<file path="src/rtl/ldwait_pkg.sv">
package ldwait_pkg;

  // Upper bound on the index slice width carried in the strobe struct
  localparam int unsigned IDX_MAX = 16;

  typedef struct packed {
    logic               clearAll; // wipe every wait flag this edge
    logic               setEn;    // set one wait flag this edge
    logic [IDX_MAX-1:0] setIdx;   // which flag to set (low bits used)
  } tbl_strobe_t;

endpackage

</file>
<file path="src/rtl/ldwait_ctrl.sv">
module ldwait_ctrl
  import ldwait_pkg::*;
#(
  parameter int unsigned PC_WIDTH       = 32,
  parameter int unsigned IDX_LSB        = 2,
  parameter int unsigned IDX_BITS       = 10,
  parameter int unsigned CLEAR_INTERVAL = 16384
) (
  input  logic                clk,
  input  logic                rst,
  input  logic                violValid,
  input  logic [PC_WIDTH-1:0] violPc,
  output tbl_strobe_t         strobes
);

  localparam int unsigned CNT_W   = (CLEAR_INTERVAL > 1) ? $clog2(CLEAR_INTERVAL) : 1;
  localparam logic [CNT_W-1:0] CNT_LAST = CNT_W'(CLEAR_INTERVAL - 1);

  logic [CNT_W-1:0] clrCnt;
  logic             wrapNow;

  assign wrapNow = (clrCnt == CNT_LAST);

  // Free-running interval counter; returns to zero on the clearing edge
  always_ff @(posedge clk) begin
    if (rst) begin
      clrCnt <= '0;
    end else if (wrapNow) begin
      clrCnt <= '0;
    end else begin
      clrCnt <= clrCnt + 1'b1;
    end
  end

  logic [IDX_BITS-1:0] violIdx;
  assign violIdx = violPc[IDX_LSB +: IDX_BITS];

  always_comb begin
    strobes          = '0;
    strobes.clearAll = wrapNow;
    strobes.setEn    = violValid;
    strobes.setIdx   = IDX_MAX'(violIdx);
  end

endmodule

</file>
<file path="src/rtl/ldwait_table.sv">
module ldwait_table
  import ldwait_pkg::*;
#(
  parameter int unsigned PC_WIDTH = 32,
  parameter int unsigned IDX_LSB  = 2,
  parameter int unsigned IDX_BITS = 10
) (
  input  logic                clk,
  input  logic                rst,
  input  tbl_strobe_t         strobes,
  input  logic [PC_WIDTH-1:0] lookupPc,
  output logic                lookupWait
);

  localparam int unsigned ENTRIES = 1 << IDX_BITS;

  logic [ENTRIES-1:0]  waitBits;
  logic [IDX_BITS-1:0] rdIdx;
  logic [IDX_BITS-1:0] wrIdx;

  assign rdIdx = lookupPc[IDX_LSB +: IDX_BITS];
  assign wrIdx = strobes.setIdx[IDX_BITS-1:0];

  // One flop per entry; a set on the same edge as a global clear wins
  for (genvar g = 0; g < ENTRIES; g++) begin : g_entry
    logic hitSet;
    assign hitSet = strobes.setEn && (wrIdx == IDX_BITS'(g));

    always_ff @(posedge clk) begin
      if (rst) begin
        waitBits[g] <= 1'b0;
      end else if (hitSet) begin
        waitBits[g] <= 1'b1;
      end else if (strobes.clearAll) begin
        waitBits[g] <= 1'b0;
      end
    end
  end

  // Combinational read of the current table state
  assign lookupWait = waitBits[rdIdx];

endmodule

</file>
<file path="src/rtl/ldwait_predictor.sv">
module ldwait_predictor
  import ldwait_pkg::*;
#(
  parameter int unsigned PC_WIDTH       = 32,
  parameter int unsigned IDX_LSB        = 2,
  parameter int unsigned IDX_BITS       = 10,
  parameter int unsigned CLEAR_INTERVAL = 16384
) (
  input  logic                clk,
  input  logic                rst,
  input  logic [PC_WIDTH-1:0] lookupPc,
  output logic                lookupWait,
  input  logic                violValid,
  input  logic [PC_WIDTH-1:0] violPc
);

  tbl_strobe_t ctlStrobes;

  ldwait_ctrl #(
    .PC_WIDTH      (PC_WIDTH),
    .IDX_LSB       (IDX_LSB),
    .IDX_BITS      (IDX_BITS),
    .CLEAR_INTERVAL(CLEAR_INTERVAL)
  ) u_ctrl (
    .clk      (clk),
    .rst      (rst),
    .violValid(violValid),
    .violPc   (violPc),
    .strobes  (ctlStrobes)
  );

  ldwait_table #(
    .PC_WIDTH(PC_WIDTH),
    .IDX_LSB (IDX_LSB),
    .IDX_BITS(IDX_BITS)
  ) u_table (
    .clk       (clk),
    .rst       (rst),
    .strobes   (ctlStrobes),
    .lookupPc  (lookupPc),
    .lookupWait(lookupWait)
  );

endmodule

</file>
<file path="config.mk">
export PLATFORM = sky130hd
export DESIGN_NAME = ldwait_predictor
export DESIGN_NICKNAME = d
export VERILOG_FILES = /design/src/rtl/ldwait_pkg.sv /design/src/rtl/ldwait_ctrl.sv /design/src/rtl/ldwait_table.sv /design/src/rtl/ldwait_predictor.sv
export SDC_FILE = /design/constraint.sdc
export NUM_CORES = 2
export LEC_CHECK = 0
export BUFFER_PORTS_ARGS = -buffer_cell sky130_fd_sc_hd__clkbuf_2
export CAP_MARGIN = 10
export CORE_MARGIN = 1.5
export CORE_UTILIZATION = 60
export CTS_BUF_LIST = sky130_fd_sc_hd__clkbuf_4
export CTS_CLUSTER_SIZE = 16
export DETAILED_ROUTE_END_ITERATION = 12
export MAX_ROUTING_LAYER = met4
export PLACE_DENSITY = 0.79
export SLEW_MARGIN = 5
export SYNTH_ARGS = -nofsm -noshare
export SYNTH_HDL_FRONTEND = slang
export SYNTH_SLANG_ARGS = --single-unit
export TNS_END_PERCENT = 20
</file>
<file path="constraint.sdc">
create_clock -name clk -period 6.7 [get_ports clk]
set_clock_uncertainty 0.05 [all_clocks]
set_input_delay 0 -clock clk [delete_from_list [all_inputs] [get_ports clk]]
set_output_delay 0 -clock clk [all_outputs]
set_load 0.005 [all_outputs]
</file>
# Word level (Yosys, flattened, before mapping)
# Cells that the tools add are included.
# classes
magnitude_cmp	1
reduce_logical	2050
add_sub_neg	1
mux	1027
n_eq_ne	1024
# ops
operator	n
$eq 10x10->1 const B	512
$eq 10x9->1 const B	256
$reduce_bool 2->1	1024
$eq 10x8->1 const B	128
$mux 1	1026
$logic_and 1x1->1	1024
$eq 10x7->1 const B	64
$eq 10x6->1 const B	32
$eq 10x5->1 const B	16
$eq 10x4->1 const B	8
$eq 10x3->1 const B	4
$eq 10x2->1 const B	2
$add 14x1->14 const B	1
$eq 14x14->1 const B	1
$lt 10x11->1 const B	1
$bmux 1 s10	1
$eq 10x1->1 const B	1
$logic_not 10->1	1
$reduce_or 2->1	1
# totals
register_bits	1038

# Logic depth before layout (Yosys ltp)
# depth
word_depth	3
mapped_depth	14

# Cells and area by module
# A second synthesis with hierarchy kept.
# hier_totals
hier_cells	5602
hier_area_um2	47904.7
# modules_own_cells
mod	cells_each	instances	seq_area_each_um2	area_each_um2
ldwait_table	5519	1	20499.7	47073.9
ldwait_ctrl	83	1	280.3	830.8

# Worst setup path after synthesis
# No wires, ideal clock.
# synth_timing
path_kind	input-to-output
startpoint	input port lookupPc[3]
endpoint	output port lookupWait
n_path_buf	4
slack_ns	4.455
required_ns	6.650
path_stages	9
arrival_ns	2.195
path_cell_list	buf_4 > buf_4 > buf_4 > clkbuf_1 > mux4_2 > mux4_2 > mux2_2 > o211ai_1 > o2111ai_1
# synth_between
elab_chain_cells	2
# synth_lines
element	line_no	text
start, declared	ldwait_predictor.sv:11	input logic [PC_WIDTH-1:0] lookupPc,
$bmux 1 s10	ldwait_table.sv:41	assign lookupWait = waitBits[rdIdx];
$mux 1 (implied by the code)	ldwait_table.sv:41	
end, declared	ldwait_predictor.sv:12	output logic lookupWait,
# Every way passes these cells. The select of a mux whose other input is x is not followed.

# Worst setup path after layout
# layout_timing
startpoint	register u_table.waitBits[411]
endpoint	output port lookupWait
# layout_between
elab_chain_cells	2
# layout_lines
element	line_no	text
start, declared	ldwait_table.sv:17	logic [ENTRIES-1:0] waitBits;
start signal, assigned by index	ldwait_table.sv:31	waitBits[g] <= 1'b0;
start signal, assigned by index	ldwait_table.sv:33	waitBits[g] <= 1'b1;
start signal, assigned by index	ldwait_table.sv:35	waitBits[g] <= 1'b0;
$bmux 1 s10	ldwait_table.sv:41	
$mux 1 (implied by the code)	ldwait_table.sv:41	
# Every way passes these cells. The select of a mux whose other input is x is not followed.

==> results.json <==
{
  "finalPower_w": 0.01209,
  "synth_top_area_share_pct": 50.70,
  "cp_max_fo": 2,
  "max-cap-violations": 0,
  "fin_crit_ns": 4.472,
  "ys.flop_type": "dfxtp_1",
  "use_met1_pct": 42.99,
  "cp_num_buf_inv": 1,
  "synth_cells": 3925,
  "die_y_um": 264.4,
  "max_slew_margin_pct": 13.95,
  "status": "complete, no violations",
  "wl_mm": 114.9,
  "yosysTopAreaCell": "dfxtp_1",
  "drtIter0Drc": 3872,
  "ys_types": 55,
  "final_common_cell": "dfxtp_1",
  "antenna_left": 0,
  "final_cell_mix": "dfxtp_1, nand2_1, a22o_1, o21ai_0, clkbuf_4",
  "die_w_um": 264.4,
  "syn_area_um2": 40980,
  "fmax_mhz": 223.6,
  "grt_max_degree": 245,
  "p_leak_nw": 16.15,
  "power.density_nw_per_um2": 270.4,
  "io_pins": 68,
  "dp_hpwl_mm": 66.76,
  "synth_area_leaders": "dfxtp_1, mux4_2, a22o_1",
  "cts_resized": 0,
  "clk_path_buf_depth": 4,
  "path_class": "reg2out",
  "grt_overflow": 0,
  "design.die.area_um2": 69880,
  "met2_usage_pct": 49.74,
  "dr.pass1.iters": 6,
  "period_share_pct": 66.74,
  "placed_area_um2": 41180,
  "place_congestion": 0.9275,
  "grt_pass1_vias": 31400,
  "drive_above_1_share_pct": 17.57,
  "cp.required_ns": 6.65,
  "finalInstanceArea_um2": 44700,
  "finalMaxSlewViolations": 0,
  "fillers": 5105,
  "synth_nets": 3993,
  "drc": 0,
  "nets": 4011,
  "setup_tns_ns": 0,
  "num_vias": 32720,
  "rows": 95,
  "area_growth_pct": 9.058,
  "cts_sinks": 1038,
  "antenna_found_initial": 2,
  "crit_chain": "mux4_2 -> mux4_2 -> nor2_1 -> nor2_1 -> a211oi_1 -> a211oi_1 -> nor4_1 -> o2111ai_1 -> clkbuf_2",
  "cts_root_buf": "clkbuf_4",
  "coreArea_um2": 67400,
  "cts_tree": "built",
  "finalHoldViolCount": 0,
  "post-cts-setup-buffers": 0,
  "post_drt_wl_per_cell_um": 23.03,
  "ys_warn_count": 0,
  "use_met3_pct": 7.627,
  "cts_hold_buffers": 26,
  "io_buffers": 23,
  "syn_area_per_cell_um2": 10.44,
  "grt_use_total_pct": 33.38,
  "vias_per_cell": 6.559,
  "htreeDepth": 5,
  "crit_path_start_kind": "register",
  "synth-edff-count": 0,
  "yosysSeqAreaShare_pct": 50.70,
  "clkLatencyLatePin_ns": 1.10,
  "cp.arrival_ns": 4.42,
  "critPathTopFamily": "compound AO/OA/AOI/OAI gates",
  "async_reset_ff_share_pct": 0,
  "vdd_drop_max_uv": 168.3,
  "initial_core_util_pct": 60.81,
  "tightest_slew_ns": 1.284,
  "hold_class": "in2reg",
  "cts_buffers": 277,
  "ys_seq_elements": 1038,
  "endpoint_kind": "output pin",
  "cp_slowest_stage_delay_ns": 0.58,
  "grt-busiest-layer": "met2",
  "setup_violations": 0,
  "rsz0062_at_grt": "false",
  "grt_pass1_wl_mm": 177.5,
  "clk_pin_slew_ns": 0.07,
  "critical-path-slowest-cell": "a211oi_1",
  "hold_ws_ns": 0.1169
}
==> worst min-delay path: stages <==
cell,delay [ns]
dlygate4sd3_1,0.53
clkbuf_2,0.21
or3_4,0.35
o21ai_0,0.13
==> area by class of cell <==
class                           instances  area (um2)  share of cell area (%)
Sequential cell                      1038       20780                   46.49
Clock buffer                          387        2905                   6.500
Antenna cell                            5       12.51                 0.02799
Tap cell                              873        1092                   2.444
Inverter                                5       18.77                 0.04199
Multi-Input combinational cell       2519       18660                   41.74
Clock inverter                         59       334.1                  0.7474
Timing Repair Buffer                  102       895.9                   2.004
==> power breakdown <==
part | switching, W | leakage (nW) | internal [W]
registers | 0.00000359 | 8.36 | 0.00617
logic | 0.000434 | 5.86 | 0.000140
clock network | 0.00254 | 1.94 | 0.00280
==> cells by family (layout without fill, tap and decap cells) <==
group	Yosys count	count (layout)	synth area share, %
adder cells (fa/ha/maj)	1	1	0.03052
AO/OA/AOI/OAI	1207	1207	20.67
AND/OR/NAND/NOR	960	960	9.351
multiplexers	340	340	14.97
buffers and inverters	368	553	4.042
other	0	5	0
flip-flops	1038	1038	50.70
XOR/XNOR	11	11	0.2351
==> synth_stat cells (all sizes together), types with 2 or more instances <==
library cell / count
dfxtp: 1038
nand2: 650
a22o: 548
o21ai: 496
clkbuf: 278
mux4: 218
nor2: 193
mux2i: 118
buf: 85
o221ai: 48
o22ai: 35
a21oi: 32
nor3: 32
nand3: 26
nand2b: 15
nor2b: 13
a22oi: 9
a211oi: 8
a221oi: 8
nor4: 7
and3: 6
nand4: 6
xnor2: 6
and2: 5
inv: 5
xor2: 5
a2111oi: 4
mux2: 4
a211o: 3
a21boi: 3
a31oi: 2
o211ai: 2
o31ai: 2
or3: 2
==> metal layers <==
| metal | up-vias | share of wire, % |
|---|---|---|
| met1 | 15930 | 41 |
| li1 | 14630 | - |
| met3 | 378 | 9.3 |
| met4 | 0 | 4.4 |
| met5 | - | 0 |
| met2 | 1788 | 46 |
==> path summary, 6_finish.rpt <==
check | endpoint | start | depth (start not counted) | slack [ns]
worst max-delay path | lookupWait | u_table.waitBits[411]$_SDFFE_PP0P_ | 9 | 2.23
worst min-delay path | u_table.waitBits[41]$_SDFFE_PP0P_ | violPc[10] | 4 | 0.12
worst max register to register | u_table.waitBits[291]$_SDFFE_PP0P_ | u_ctrl.clrCnt[0]$_SDFF_PP0_ | 9 | 3.45
worst min register to register | u_table.waitBits[348]$_SDFFE_PP0P_ | u_table.waitBits[348]$_SDFFE_PP0P_ | 2 | 0.40
==> registers in the layout, indices dropped and copies added (netlist names) <==
register / flops
u_ctrl.clrCnt: 14
u_table.waitBits: 1024
==> per-stage QoR <==
step                setup WS [ns]  cells  utilization (%)
finish                      2.228   4988            66.32
CTS                         2.337   4983            66.29
detailed placement          2.786   4511            61.10
global route                2.142   4988            66.32
floorplan                   4.455   3925                -
global placement            2.808   4511            61.10
Note: power is estimated with default switching activity, not from simulation.
